<file path="config.mk">
export PLATFORM = sky130hd
export DESIGN_NAME = fault_supervisor
export DESIGN_NICKNAME = d
export VERILOG_FILES = /design/src/rtl/fsv_pkg.sv /design/src/rtl/fsv_sync.sv /design/src/rtl/fsv_debounce.sv /design/src/rtl/fsv_arbiter.sv /design/src/rtl/fault_supervisor.sv
export SDC_FILE = /design/constraint.sdc
export NUM_CORES = 1
export LEC_CHECK = 0
export ABC_AREA = 1
export BUFFER_PORTS_ARGS = -buffer_cell sky130_fd_sc_hd__buf_4
export CAP_MARGIN = 15
export CORE_UTILIZATION = 61
export CTS_CLUSTER_SIZE = 8
export DETAILED_ROUTE_END_ITERATION = 8
export GPL_TIMING_DRIVEN = 1
export PLACE_DENSITY = 0.79
export SLEW_MARGIN = 20
export SYNTH_ARGS = -nofsm -noshare
export SYNTH_HDL_FRONTEND = slang
export SYNTH_SLANG_ARGS = --single-unit
</file>
<file path="constraint.sdc">
create_clock -name clk -period 3.05 [get_ports clk]
set_input_delay 0 -clock clk [delete_from_list [all_inputs] [get_ports clk]]
set_output_delay 0 -clock clk [all_outputs]
set_load 0.01 [all_outputs]
</file>
<file path="src/rtl/fsv_pkg.sv">
package fsv_pkg;

  // flag positions inside the synchronized vector
  localparam int unsigned FLG_OT   = 0;
  localparam int unsigned FLG_UV   = 1;
  localparam int unsigned FLG_OV   = 2;
  localparam int unsigned FLG_TRIG = 3;
  localparam int unsigned NUM_FLT  = 3;
  localparam int unsigned NUM_SYNC = 4;

  typedef struct packed {
    logic [1:0] hs_off;
    logic [1:0] ls_off;
    logic       ls_force;
    logic       tmr_freeze;
    logic       cmd_ignore;
    logic       tmr_rearm;
    logic       reset_req;
  } fsv_gate_t;

  localparam fsv_gate_t GATE_IDLE = '0;

endpackage

</file>
<file path="src/rtl/fsv_sync.sv">
module fsv_sync #(
  parameter int unsigned WIDTH  = 4,
  parameter int unsigned STAGES = 2
) (
  input  logic             clk,
  input  logic             rst_n,
  input  logic [WIDTH-1:0] d_in,
  output logic [WIDTH-1:0] d_out
);

  logic [WIDTH-1:0] stage_q [STAGES];

  for (genvar s = 0; s < STAGES; s++) begin : g_stage
    logic [WIDTH-1:0] stage_d;
    if (s == 0) begin : g_first
      assign stage_d = d_in;
    end else begin : g_next
      assign stage_d = stage_q[s-1];
    end

    always_ff @(posedge clk or negedge rst_n) begin
      if (!rst_n) begin
        stage_q[s] <= '0;
      end else begin
        stage_q[s] <= stage_d;
      end
    end
  end

  assign d_out = stage_q[STAGES-1];

endmodule

</file>
<file path="src/rtl/fsv_debounce.sv">
module fsv_debounce #(
  parameter int unsigned DEB_CYCLES = 125000
) (
  input  logic clk,
  input  logic rst_n,
  input  logic flag_in,
  output logic flag_flt
);

  localparam int unsigned CW = (DEB_CYCLES > 1) ? $clog2(DEB_CYCLES) : 1;
  localparam logic [CW-1:0] LIM = CW'(DEB_CYCLES - 1);

  logic [CW-1:0] cnt_q, cnt_d;
  logic          flt_q, flt_d;
  logic          mism;

  assign mism = (flag_in != flt_q);

  // next state: count consecutive disagreeing cycles, flip on the last one
  always_comb begin
    cnt_d = '0;
    flt_d = flt_q;
    if (mism) begin
      if (cnt_q == LIM) begin
        flt_d = flag_in;
        cnt_d = '0;
      end else begin
        cnt_d = cnt_q + 1'b1;
      end
    end
  end

  always_ff @(posedge clk or negedge rst_n) begin
    if (!rst_n) begin
      cnt_q <= '0;
      flt_q <= 1'b0;
    end else begin
      cnt_q <= cnt_d;
      flt_q <= flt_d;
    end
  end

  assign flag_flt = flt_q;

endmodule

</file>
<file path="src/rtl/fsv_arbiter.sv">
module fsv_arbiter
  import fsv_pkg::*;
(
  input  logic               clk,
  input  logic               rst_n,
  input  logic [NUM_FLT-1:0] flt,
  output fsv_gate_t          gate
);

  fsv_gate_t gate_q, gate_d;
  logic      rearm_pend_q, rearm_pend_d;
  logic      rst_pend_q, rst_pend_d;
  logic      ot, uv, ov;
  logic      upd_en;

  assign ot = flt[FLG_OT];
  assign uv = flt[FLG_UV];
  assign ov = flt[FLG_OV];

  // register update enable: idle output with nothing pending needs no write
  assign upd_en = (|flt) | rearm_pend_q | (gate_q != GATE_IDLE);

  always_comb begin
    gate_d       = GATE_IDLE;
    rearm_pend_d = rearm_pend_q | ot | uv;
    rst_pend_d   = rst_pend_q | ot;
    if (ot) begin
      gate_d.hs_off     = 2'b11;
      gate_d.ls_off     = 2'b11;
      gate_d.cmd_ignore = 1'b1;
    end else if (uv) begin
      gate_d.hs_off     = 2'b11;
      gate_d.ls_force   = 1'b1;
      gate_d.cmd_ignore = 1'b1;
    end else if (rearm_pend_q) begin
      gate_d.hs_off     = 2'b11;
      gate_d.ls_force   = 1'b1;
      gate_d.cmd_ignore = 1'b1;
      gate_d.tmr_rearm  = 1'b1;
      gate_d.reset_req  = rst_pend_q;
      gate_d.tmr_freeze = ov;
      rearm_pend_d      = 1'b0;
      rst_pend_d        = 1'b0;
    end else if (ov) begin
      gate_d.hs_off     = 2'b11;
      gate_d.tmr_freeze = 1'b1;
      gate_d.cmd_ignore = 1'b1;
    end
  end

  always_ff @(posedge clk or negedge rst_n) begin
    if (!rst_n) begin
      gate_q       <= GATE_IDLE;
      rearm_pend_q <= 1'b0;
      rst_pend_q   <= 1'b0;
    end else if (upd_en) begin
      gate_q       <= gate_d;
      rearm_pend_q <= rearm_pend_d;
      rst_pend_q   <= rst_pend_d;
    end
  end

  assign gate = gate_q;

endmodule

</file>
<file path="src/rtl/fault_supervisor.sv">
module fault_supervisor
  import fsv_pkg::*;
#(
  parameter int unsigned SYNC_STAGES = 2,
  parameter int unsigned DEB_CYCLES  = 125000
) (
  input  logic       clk,
  input  logic       rst_n,
  input  logic       ot_raw,
  input  logic       uv_raw,
  input  logic       ov_raw,
  input  logic       trig_in,
  output logic [1:0] hs_off,
  output logic [1:0] ls_off,
  output logic       ls_force,
  output logic       tmr_freeze,
  output logic       cmd_ignore,
  output logic       tmr_rearm,
  output logic       reset_req,
  output logic       trig_out
);

  logic [1:0]          rst_sync_q;
  logic                rst_int_n;
  logic [NUM_SYNC-1:0] raw_vec, syn_vec;
  logic [NUM_FLT-1:0]  flt_q;
  fsv_gate_t           gate;

  // reset: assert at once, release on the clock
  always_ff @(posedge clk or negedge rst_n) begin
    if (!rst_n) begin
      rst_sync_q <= 2'b00;
    end else begin
      rst_sync_q <= {rst_sync_q[0], 1'b1};
    end
  end
  assign rst_int_n = rst_sync_q[1];

  always_comb begin
    raw_vec           = '0;
    raw_vec[FLG_OT]   = ot_raw;
    raw_vec[FLG_UV]   = uv_raw;
    raw_vec[FLG_OV]   = ov_raw;
    raw_vec[FLG_TRIG] = trig_in;
  end

  fsv_sync #(
    .WIDTH (NUM_SYNC),
    .STAGES(SYNC_STAGES)
  ) u_sync (
    .clk  (clk),
    .rst_n(rst_int_n),
    .d_in (raw_vec),
    .d_out(syn_vec)
  );

  for (genvar f = 0; f < NUM_FLT; f++) begin : g_flt
    fsv_debounce #(
      .DEB_CYCLES(DEB_CYCLES)
    ) u_deb (
      .clk     (clk),
      .rst_n   (rst_int_n),
      .flag_in (syn_vec[f]),
      .flag_flt(flt_q[f])
    );
  end

  fsv_arbiter u_arb (
    .clk  (clk),
    .rst_n(rst_int_n),
    .flt  (flt_q),
    .gate (gate)
  );

  assign hs_off     = gate.hs_off;
  assign ls_off     = gate.ls_off;
  assign ls_force   = gate.ls_force;
  assign tmr_freeze = gate.tmr_freeze;
  assign cmd_ignore = gate.cmd_ignore;
  assign tmr_rearm  = gate.tmr_rearm;
  assign reset_req  = gate.reset_req;
  assign trig_out   = syn_vec[FLG_TRIG];

endmodule

</file>
==> results summary <==
For this run, the slowest stage of the critical path takes 410 ps. The wire length on met2 came out at 3060 µm. The kind of cell with the highest combined delay along the critical path is simple AND/OR/NAND/NOR gates. The post-synthesis register bit count is 72. The required arrival time at the worst endpoint came out at 3330 ps. The number of I/O port buffers came out at 15. The highest layer touched by signal routing is met4. The via count of the first global-routing pass came to 2630. The number of nets handed over by synthesis was 453. Entering global routing, the biggest net connects 31 pins. The worst setup path is launched from a flip-flop. Dividing the detail-routed wire length by the instance count gives 12.2 µm.

The number of buffers between clock root and the deepest sink came out at 2. Based on the critical path, the design can be clocked at up to 665 MHz. In this run the clock root is driven by a clkbuf_8. The overall overflow remaining after global route is 0.

The startpoint identified for the worst register-to-register timing path is g_flt[1].u_deb.cnt_q[0]$_DFF_PN0_. Max-cap violations in this run came to 0. The worst setup slack for register-to-register paths is 1550 ps. The number of gates resized after CTS is 0.

The arrival time at the worst endpoint is 1790 ps. The die covers 6100 µm². The depth of the critical timing path with buffers and inverters included is 8. Of all nets on the critical path, the largest fanout is 7. The floorplan step set the die height to 78.1 µm. STA classifies the critical path endpoint as a flip-flop. The post-synthesis cell type with the largest combined area is dfrtp_1. The commonest cells after synthesis are 122 x nor2_1, 98 x nand2_1, 72 x dfrtp_1. Sorting the synthesized cells by area gives the leading types as dfrtp_1 51%, nor2_1 13%, nand2_1 10%, nand3_1 5.5%, inv_1 4.8%.

Summed over all cells, the static leakage comes to 1.93 nW. TritonCTS built the clock tree. The logic depth of the worst register-to-register path is 8. The sequential share of the synthesized area is 51.0%. The tightest slew margin relative to the limit came out at 57.1%. The wire length on met3 is 298 µm.

The total routed wirelength is 6710 µm. The detailed-route DRC error count is 0. The number of clock sinks seen by CTS came out at 72. The synthesized instance count came out at 444.

The final hold violation count came out at 0. Clock-pin slew was measured on the worst setup and hold paths at 90 ps. By instance count, the cell type seen most on the critical path is nand2_1. The run finished with clean final reports. The total via count in the routed design came out at 2800. Cells with a size suffix above 1 make up 9.81% of the layout.

Among all stages on the critical path, the largest delay is contributed by dfrtp_1. The slew of the pin with the lowest slew margin is 644 ps. The combined area of all synthesized cells is 3530 µm². The distinct cell type count of the synthesized netlist is 27.

The first global-routing pass estimated 11700 µm of wire. The area share of the largest cell type after synthesis came out at 51.0%. The repair_antennas step left the layout with diodes totalling 0. The number of setup buffers added after CTS is 0.

The time the final worst path needs with I/O delays and setup came out at 1500 ps. The most common cell in the netlist is nor2_1. The count of pins on the block boundary came out at 16. The final design area excluding fillers came out at 3990 µm². In the synthesized netlist the async set-or-reset flop fraction comes to 100%. The total power per unit cell area is 464 nW/µm². The peak ir drop on the vdd network came out at 0.330 mV. The total iterations of the first detailed-routing run came out at 4.

Walking the worst path, the cells encountered are ha_1 -> nand2_1 -> inv_1 -> nand2_1 -> nor2_1 -> nand2_1 -> nand2_2 -> a21oi_1. For this run, the post-layout net count is 483. The layout overhead on the synthesized area came out at 13.1%. Summed over all failing endpoints, the final setup total negative slack is 0 ps. The synthesis warning total is 0. Setup repair after global routing left no endpoint under its margin. The setup path with the least slack is of type reg2reg.

The number of buffers and inverters on the critical path is 1. The endpoint identified for the worst register-to-register timing path is g_flt[1].u_deb.cnt_q[15]$_DFF_PN0_. Averaged over all synthesized cells, the footprint is 7.95 µm². The overall die width came out at 78.1 µm. Across the routed clock network, the largest skew measured is 13.0 ps.

The DRC marker count from the first detailed-route iteration came out at 175. For this block, wires on met1 add up to 3220 µm. The level count of the clock H-tree is 3. The post-detailed-placement cell area came out at 3720 µm². The count of final setup violators came out at 0. Using the TritonRoute via totals, the vias-per-cell ratio works out to 5.08.

The total global routing track utilization came out at 24.8%. The number of enable-type register cells in the synthesized netlist came out at 0. The later-pin clock latency in the skew report is 350 ps. The total power draw came out at 0.00185 W.

The total CTS buffers came out at 9. The sum of net half-perimeters after detailed placement is 4790 µm. The leading register cell type out of synthesis is dfrtp_1. The final RePlAce weighted congestion came out at 0.899. The number of rows in the core area came out at 27. The worst min-delay path category is reg2async. The number of max-slew violations in the final report is 0. The initial antenna violation count came out at 0.

The initial standard-cell utilization of the core came out at 63.7%. The post-route clock period utilization came out at 49.3%. The remaining antenna violation count after routing is 0.

The number of buffers added to fix hold violations after cts is 6. The floorplan step defined a core boundary enclosing 5540 µm².
[per-layer routing]
layer	track usage, %	vias to the layer above
met5	0	-
li1	-	1429
met3	5.23	13
met2	38.9	63
met4	10.2	0
met1	33.7	1295
[kinds of logic (layout without fill, tap and decap cells)]
logic type | after synthesis | in the layout | share of synthesized area, %
adders and majority gates | 3 | 3 | 1.06
xor gates and xnor gates | 24 | 24 | 6.91
other | 1 | 1 | 0.106
AOI/OAI and AO/OA | 15 | 15 | 2.55
and+or+nand+nor | 277 | 277 | 32.4
buffers and inverters | 52 | 87 | 5.92
DFF | 72 | 72 | 51.0
[report_power, final]
group,internal [W],switching (W),total [W]
clock network,0.000394,0.000403,0.000797
logic,0.0000261,0.0000376,0.0000637
registers,0.000970,0.0000207,0.000990
[worst register-to-register path, cell delays in order (launching register included)]
cell and delay (ps):
dfrtp_1 410, ha_1 230, nand2_1 100, inv_1 60, nand2_1 70, nor2_1 50
nand2_1 220, nand2_2 140, a21oi_1 150
[stage by stage]
step	hold WS, ps	setup WS (ps)	cells	util (%)
after floorplan	-296	896	444	-
after detailed placement	-214	1590	529	67.2
after global placement	-218	1640	529	67.2
after CTS	276	1560	551	72.1
after global routing	288	1350	551	72.1
final	287	1550	551	72.1
[layout by cell type (no fill, tap or decap), types with 6 or more instances in the layout]
cell / synthesis / final
nor2_1: 122 / 122
nand2_1: 98 / 98
dfrtp_1: 72 / 71
inv_1: 45 / 45
nand3_1: 39 / 39
xor2_1: 17 / 17
buf_4: 3 / 17
clkbuf_8: 0 / 9
dlygate4sd3_1: 0 / 6
[layout make-up]
type / instances / area [µm²]
clock buffer: 9 / 124
clock inverter: 7 / 85.1
fill: 435 / 1550
inverter: 48 / 183
multi-input combinational: 320 / 1520
sequential: 72 / 1800
tap: 72 / 90.1
timing repair buffer: 23 / 188
[registers in the layout (all words and copies together) (netlist names)]
name and count:
rst_sync_q 2, u_arb.rearm_pend_q 1, u_arb.gate 6, u_sync.g_stage.stage_d 4, u_sync.d_out 4, g_flt.u_deb.cnt_q 51
g_flt.u_deb.flag_flt 3, u_arb.rst_pend_q 1
[worst max-delay path by stage]
stage / start / to / slack, ps
floorplan: rst_sync_q[1]$_DFF_PN0_ / g_flt[0].u_deb.cnt_q[0]$_DFF_PN0_ / 900
detailed placement: g_flt[1].u_deb.cnt_q[0]$_DFF_PN0_ / g_flt[1].u_deb.cnt_q[15]$_DFF_PN0_ / 1590
CTS: g_flt[1].u_deb.cnt_q[0]$_DFF_PN0_ / g_flt[1].u_deb.cnt_q[15]$_DFF_PN0_ / 1560
global route: g_flt[1].u_deb.cnt_q[0]$_DFF_PN0_ / g_flt[1].u_deb.cnt_q[0]$_DFF_PN0_ / 1350
global placement: g_flt[1].u_deb.cnt_q[0]$_DFF_PN0_ / g_flt[1].u_deb.cnt_q[15]$_DFF_PN0_ / 1640
finish: g_flt[1].u_deb.cnt_q[0]$_DFF_PN0_ / g_flt[1].u_deb.cnt_q[15]$_DFF_PN0_ / 1550
No activity file was read; power rests on OpenSTA's default activity.
